==> src/rtl/rtc_regfile_pkg.sv <==
package rtc_regfile_pkg;

    localparam int DATA_W       = 8;
    localparam int ADDR_W       = 5;
    localparam int TIME_REGS    = 7;
    localparam int CLK_BEATS    = 8;
    localparam int RAM_WORDS    = 31;
    localparam int CTRL_ADDR    = 7;
    localparam int CHARGE_ADDR  = 8;
    localparam logic [7:0] CTRL_RESET   = 8'h80;
    localparam logic [7:0] CHARGE_RESET = 8'h00;
    localparam logic [3:0] CHARGE_KEY   = 4'b1010;

    typedef logic [DATA_W-1:0] byte_t;

    typedef enum logic [2:0] {
        TGT_TIME,
        TGT_CTRL,
        TGT_CHARGE,
        TGT_RAM,
        TGT_HOLE
    } target_e;

    function automatic target_e decode_target(input logic ram, input logic burst,
                                              input logic [ADDR_W-1:0] addr,
                                              input int ram_words, input int time_regs);
        if (ram)
            return (int'(addr) < ram_words) ? TGT_RAM : TGT_HOLE;
        if (int'(addr) < time_regs)
            return TGT_TIME;
        if (int'(addr) == CTRL_ADDR)
            return TGT_CTRL;
        if (int'(addr) == CHARGE_ADDR && !burst)
            return TGT_CHARGE;
        return TGT_HOLE;
    endfunction

    function automatic logic charge_enabled(input byte_t cfg);
        return (cfg[7:4] == CHARGE_KEY) &&
               (cfg[3:2] == 2'b01 || cfg[3:2] == 2'b10) &&
               (cfg[1:0] != 2'b00);
    endfunction

endpackage

==> src/rtl/rtc_scratch_ram.sv <==
module rtc_scratch_ram #(
    parameter int WORDS  = 31,
    parameter int ADDR_W = 5
) (
    input  logic              clk,
    input  logic              rst,
    input  logic              we,
    input  logic [ADDR_W-1:0] waddr,
    input  logic [7:0]        wdata,
    input  logic [ADDR_W-1:0] raddr,
    output logic [7:0]        rdata
);
    logic [7:0] mem [WORDS];

    for (genvar i = 0; i < WORDS; i++) begin : g_word
        always_ff @(posedge clk) begin
            if (rst)
                mem[i] <= '0;
            else if (we && int'(waddr) == i)
                mem[i] <= wdata;
        end
    end

    always_comb begin
        rdata = '0;
        for (int i = 0; i < WORDS; i++)
            if (int'(raddr) == i)
                rdata = mem[i];
    end
endmodule

==> src/rtl/rtc_burst_stager.sv <==
module rtc_burst_stager #(
    parameter int BEATS = 8,
    localparam int IDX_W = $clog2(BEATS)
) (
    input  logic                   clk,
    input  logic                   rst,
    input  logic                   beat,
    input  logic [IDX_W-1:0]       idx,
    input  logic [7:0]             wdata,
    output logic                   last_complete,
    output logic [BEATS-2:0][7:0]  staged
);
    logic [BEATS-2:0] seen_q;

    assign last_complete = beat && (int'(idx) == BEATS - 1) && (&seen_q);

    always_ff @(posedge clk) begin
        if (rst) begin
            seen_q <= '0;
            staged <= '0;
        end else if (beat) begin
            if (int'(idx) == BEATS - 1) begin
                seen_q <= '0;
            end else begin
                for (int i = 0; i < BEATS - 1; i++) begin
                    if (int'(idx) == i) begin
                        staged[i] <= wdata;
                        if (i == 0)
                            seen_q <= (BEATS-1)'(1);
                        else
                            seen_q[i] <= 1'b1;
                    end
                end
            end
        end
    end
endmodule

==> src/rtl/rtc_time_snapshot.sv <==
module rtc_time_snapshot #(
    parameter int REGS = 7
) (
    input  logic                clk,
    input  logic                rst,
    input  logic                capture,
    input  logic [REGS*8-1:0]   live,
    output logic [REGS*8-1:0]   snap
);
    always_ff @(posedge clk) begin
        if (rst)
            snap <= '0;
        else if (capture)
            snap <= live;
    end
endmodule

==> src/rtl/rtc_regfile.sv <==
module rtc_regfile
    import rtc_regfile_pkg::*;
#(
    parameter int NUM_TIME  = TIME_REGS,
    parameter int NUM_RAM   = RAM_WORDS,
    localparam int TIME_W   = NUM_TIME * 8
) (
    input  logic              clk,
    input  logic              rst,
    input  logic              req_valid,
    input  logic              req_wr,
    input  logic              req_ram,
    input  logic              req_burst,
    input  logic [4:0]        req_addr,
    input  logic [7:0]        req_wdata,
    input  logic [TIME_W-1:0] live_time,
    output logic              rd_valid,
    output logic [7:0]        rd_data,
    output logic [NUM_TIME-1:0] ld_mask,
    output logic [TIME_W-1:0] ld_data,
    output logic              trickle_en,
    output logic [1:0]        diode_sel,
    output logic [1:0]        res_sel
);
    target_e tgt;
    logic    wp_q;
    byte_t   charge_q;
    logic    do_wr, do_rd;
    logic    ram_we;
    byte_t   ram_rdata;
    logic    beat, commit, capture;
    logic [NUM_TIME-1:0][7:0] staged;
    logic [TIME_W-1:0] snap;
    byte_t   live_byte, snap_byte, rd_next;

    assign tgt     = decode_target(req_ram, req_burst, req_addr, NUM_RAM, NUM_TIME);
    assign do_wr   = req_valid && req_wr;
    assign do_rd   = req_valid && !req_wr;
    assign ram_we  = do_wr && tgt == TGT_RAM && !wp_q;
    assign beat    = do_wr && !req_ram && req_burst && req_addr[4:3] == 2'b00;
    assign capture = do_rd && !req_ram && req_burst && req_addr == '0;

    rtc_scratch_ram #(.WORDS(NUM_RAM), .ADDR_W(5)) u_ram (
        .clk(clk), .rst(rst), .we(ram_we), .waddr(req_addr), .wdata(req_wdata),
        .raddr(req_addr), .rdata(ram_rdata)
    );

    rtc_burst_stager #(.BEATS(NUM_TIME + 1)) u_stage (
        .clk(clk), .rst(rst), .beat(beat), .idx(req_addr[2:0]), .wdata(req_wdata),
        .last_complete(commit), .staged(staged)
    );

    rtc_time_snapshot #(.REGS(NUM_TIME)) u_snap (
        .clk(clk), .rst(rst), .capture(capture), .live(live_time), .snap(snap)
    );

    assign live_byte = byte_t'(live_time >> {req_addr[2:0], 3'b000});
    assign snap_byte = byte_t'(snap >> {req_addr[2:0], 3'b000});

    always_comb begin
        unique case (tgt)
            TGT_TIME:   rd_next = (req_burst && req_addr != '0) ? snap_byte : live_byte;
            TGT_CTRL:   rd_next = {wp_q, 7'b0};
            TGT_CHARGE: rd_next = charge_q;
            TGT_RAM:    rd_next = ram_rdata;
            default:    rd_next = '0;
        endcase
    end

    always_ff @(posedge clk) begin
        if (rst) begin
            wp_q     <= CTRL_RESET[7];
            charge_q <= CHARGE_RESET;
            ld_mask  <= '0;
            ld_data  <= '0;
            rd_valid <= 1'b0;
            rd_data  <= '0;
        end else begin
            ld_mask  <= '0;
            rd_valid <= do_rd;
            if (do_rd)
                rd_data <= rd_next;
            if (do_wr && !req_burst && tgt == TGT_CTRL)
                wp_q <= req_wdata[7];
            if (do_wr && tgt == TGT_CHARGE && !wp_q)
                charge_q <= req_wdata;
            if (do_wr && !req_burst && tgt == TGT_TIME && !wp_q) begin
                for (int i = 0; i < NUM_TIME; i++) begin
                    if (int'(req_addr) == i) begin
                        ld_mask[i]         <= 1'b1;
                        ld_data[i*8 +: 8]  <= req_wdata;
                    end
                end
            end
            if (commit && !wp_q) begin
                ld_mask <= '1;
                ld_data <= staged;
                wp_q    <= req_wdata[7];
            end
        end
    end

    assign trickle_en = charge_enabled(charge_q);
    assign diode_sel  = charge_q[3:2];
    assign res_sel    = charge_q[1:0];
endmodule

==> config.mk <==
export PLATFORM = sky130hd
export DESIGN_NAME = rtc_regfile
export DESIGN_NICKNAME = d
export VERILOG_FILES = /design/src/rtl/rtc_regfile_pkg.sv /design/src/rtl/rtc_scratch_ram.sv /design/src/rtl/rtc_burst_stager.sv /design/src/rtl/rtc_time_snapshot.sv /design/src/rtl/rtc_regfile.sv
export SDC_FILE = /design/constraint.sdc
export NUM_CORES = 1
export LEC_CHECK = 0
export CAP_MARGIN = 20
export CELL_PAD_IN_SITES_DETAIL_PLACEMENT = 0
export CELL_PAD_IN_SITES_GLOBAL_PLACEMENT = 1
export CORE_UTILIZATION = 50
export CTS_CLUSTER_DIAMETER = 30
export DETAILED_ROUTE_END_ITERATION = 10
export DONT_BUFFER_PORTS = 1
export GPL_ROUTABILITY_DRIVEN = 0
export PLACE_DENSITY = 0.91
export REMOVE_ABC_BUFFERS = 1
export SLEW_MARGIN = 20
export SYNTH_ARGS = -nofsm -noshare
export SYNTH_HDL_FRONTEND = slang
export SYNTH_SLANG_ARGS = --single-unit
export TNS_END_PERCENT = 10
==> constraint.sdc <==
create_clock -name clk -period 5.8 [get_ports clk]
set_input_delay 0.58 -clock clk [delete_from_list [all_inputs] [get_ports clk]]
set_output_delay 0.58 -clock clk [all_outputs]
set_load 0.01 [all_outputs]
==> summary.txt <==
Clock network
  – Clock Tree Root: clkbuf_16
  – CTS tree: built
  – Post-cts resize count: 0
  – # H-tree levels: 3
  – CTS Hold Bufs: 2
  – Worst skew pair latency: 640 ps
  – CTS Buffer Depth: 3
  – Clk sink count: 447
  – CTS Buf Count: 95
  – Setup bufs post-CTS: 0
  – Clock-pin slew of the registers on the worst-case setup and hold paths: 50 ps

Layout
  – Diode count: 0
  – Filler Cell Count: 3,422
  – Fin nets: 2,167
  – P&R area growth vs syn: 15.8%
  – Finished Layout Cells: 2,751
  – Final design utilization: 59.2%
  – Share of cells above drive strength 1: 12.7%

Logic synthesis
  – Top post-synthesis cells by area: edfxtp_1 (34%), dfxtp_1 (18%), and2_1 (7.3%)
  – Syn Inst Count: 2,150
  – Top_reg_cell synth: edfxtp_1
  – Avg Inst Size Synth: 10.1 sq um
  – Synth Warn #: 0
  – Mapped Area: 21,600 sq um
  – Yosys reg bits: 447
  – Sequential area share after synthesis: 52.9%
  – Ys async rst share: 0%
  – Number of synthesized flops with an enable pin: 248
  – Count leader, synth: nand2_1
  – Yosys top cell area share: 34.5%
  – Post-synth top area cell: edfxtp_1
  – Synth cell types: 88
  – Commonest cells post-synth: nand2_1 (274), and2_1 (251), edfxtp_1 (248)

Critical path
  – Critical Path AT: 3260 ps
  – Critical Path Start Type: register
  – R2r endpoint: ld_data[51]$_SDFFE_PP0P_
  – Worst Path Buf+Inv: 1
  – Worst path cell trace: nor2_1 > o2111ai_1 > buf_4 > nor2_2 > mux2i_1 > a211oi_2
  – Crit path max fanout: 11
  – R2R setup slack: 3020 ps
  – Worst EP required: 6280 ps
  – RR Startpoint: wp_q$_SDFFE_PP1P_
  – Family with the most delay on the worst path: simple AND/OR/NAND/NOR gates
  – Largest stage delay on the critical path: 680 ps
  – Critical-path top delay cell: nor2_1
  – Kind of critical path: reg2reg
  – Endpoint type of the worst setup path: register
  – R2R depth: 6

GRT
  – Pin count of the biggest net entering global routing: 220
  – Antenna violations before repair: 0
  – Gr usage total: 30.9%
  – Vias in the first global route: 17,100
  – Grt met3 use: 10.1%
  – Met1 Usage GRT: 39.2%
  – Global-route wire length before repair: 103,000 um
  – Grt peak-use layer: met2
  – GR Layer Usage met2: 47.7%
  – Global route overflow: 0

Drt
  – DRC violations left: 0
  – Final wirelength: 69,000 um
  – Avg WL per Cell: 25.1 um
  – DR vias: 17,700
  – Routed Antenna Nets: 0
  – Vias per cell: 6.42
  – First DRT Iteration DRCs: 2,464
  – First-pass iteration count of the detailed router: 8

Floorplanning
  – Core ar.: 42,300 sq um
  – # rows: 75
  – Die ar.: 44,100 sq um
  – Die X: 210 um
  – Initial core utilization: 51.1%
  – Die Span Y: 210 um
  – I/O Pins: 152

Timing
  – Fin crit period: 2780 ps
  – RSZ-0062 raised after global routing: false
  – Final Cycle Share: 48.0%
  – Post-layout worst setup margin: 3020 ps
  – Worst-case clock skew: 19.9 ps
  – Hold Vio Cnt, Final: 0
  – Achievable frequency: 359 MHz
  – Final hold slack: 21.6 ps
  – Final setup TNS: 0 ps
  – Setup violations, final: 0
  – Slew Limit Fails: 0
  – Rel. slew slack: 26.1%
  – Worst slew pin tran: 1110 ps

Placed design
  – Port Buffers: 0
  – Inst Count DP: 2,568
  – Dpl hpwl: 41,600 um
  – Place WS: 2490 ps

Power and ir drop
  – Logic pwr share: 3.3%
  – Reg power frac: 36.8%
  – Sw frac: 22.0%
  – Worst vdd ir: 330 uV
  – Power Dens Cells: 374 nW/um^2
  – Clk pwr share: 59.9%
  – Internal Power: 0.00730 W
  – Leak pwr: 8.71 nW
  – Sw Pwr: 0.00206 W

Hold path
  – Hold path start: rst
  – Hold EP: u_stage.staged[54]$_SDFFE_PP0P_
  – Hold path depth: 1
  – Worst Hold Class: in2reg

Status
  – Status: finished, final reports clean

Run
  – Number of max-cap violations: 0
[power groups by stage]
stage / sequential (W) / clock [W] / combinational [W]
final: 0.00344 / 0.00560 / 0.000308
after floorplan: 0.00348 / 0 / 0.000190
after CTS: 0.00344 / 0.00563 / 0.000292
after global placement: 0.00350 / 0 / 0.000283
after detailed placement: 0.00350 / 0 / 0.000286
after global routing: 0.00344 / 0.00579 / 0.000321
[worst reg2reg max path, delay by kind of cell, from the launching register on]
family	cells	cell delay [ps]
buffers and inverters	1	260
and+or+nand+nor	2	1310
muxes	1	350
AOI/OAI and AO/OA	2	330
DFF	1	370
[sequential cells by signal, summed over array words and instances (netlist names)]
signal	count
u_snap.snap	55
charge_q	8
rd_data	8
rd_valid	1
ld_data	56
wp_q	1
u_stage.staged	56
u_ram.mem	248
ld_mask	7
u_stage.seen_q	7
[metrics by stage]
step,power [W],area [sq um]
2_1_floorplan,0.00367,20800
3_3_place_gp,0.00378,21600
3_5_place_dp,0.00378,21600
4_1_cts,0.00936,25000
5_1_grt,0.00956,25000
6_report,0.00935,25000
[layout make-up]
type / instances / area, sq um / share of cell area (%)
Sequential cell: 447 / 11400 / 45.7
Multi-Input combinational cell: 1522 / 9360 / 37.4
Clock buffer: 120 / 2640 / 10.5
Tap cell: 577 / 722 / 2.88
Clock inverter: 59 / 714 / 2.85
Timing Repair Buffer: 19 / 153 / 0.610
Inverter: 7 / 26.3 / 0.105
[logic make-up (layout without fill, tap and decap cells)]
family | count (synthesis) | count (layout) | share of synthesized area (%)
simple gates | 906 | 906 | 21.1
buf+inv | 181 | 205 | 3.96
xor+xnor | 1 | 1 | 0.0405
compound gates | 493 | 493 | 16.2
mux | 122 | 122 | 5.81
flops | 447 | 447 | 52.9
[cells in the final DEF, fill, tap and decap left out, types with 21 or more instances in the layout]
| master | netlist | final |
|---|---|---|
| mux2i_1 | 113 | 113 |
| a21oi_1 | 147 | 146 |
| dfxtp_1 | 199 | 199 |
| o21ai_0 | 69 | 69 |
| edfxtp_1 | 248 | 248 |
| nand2_1 | 274 | 274 |
| nand3_1 | 51 | 51 |
| nor2_1 | 195 | 195 |
| and2_1 | 251 | 251 |
| a31oi_1 | 21 | 21 |
| o22ai_1 | 21 | 21 |
| a211oi_2 | 50 | 50 |
| o21bai_1 | 32 | 32 |
| clkbuf_16 | 0 | 98 |
[how the worst max path moves through the flow]
stage / endpoint / startpoint / slack [ps] / cells after the start
floorplan: u_snap.snap[10]$_SDFFE_PP0P_ / req_addr[4] / 290 / 5
global placement: rd_data[6]$_SDFFE_PP0P_ / req_addr[1] / 2510 / 8
detailed placement: rd_data[6]$_SDFFE_PP0P_ / req_addr[1] / 2490 / 8
CTS: ld_data[51]$_SDFFE_PP0P_ / wp_q$_SDFFE_PP1P_ / 3030 / 6
global route: ld_data[48]$_SDFFE_PP0P_ / wp_q$_SDFFE_PP1P_ / 2850 / 6
finish: ld_data[51]$_SDFFE_PP0P_ / wp_q$_SDFFE_PP1P_ / 3020 / 6
[layer usage]
layer  share of wire, %  vias to the layer above
li1                   -                     7645
met1                 38                     8501
met2                 45                     1251
met3                 13                      259
met4                4.8                        0
met5                  0                        -
Note: power is estimated with default switching activity, not from simulation.
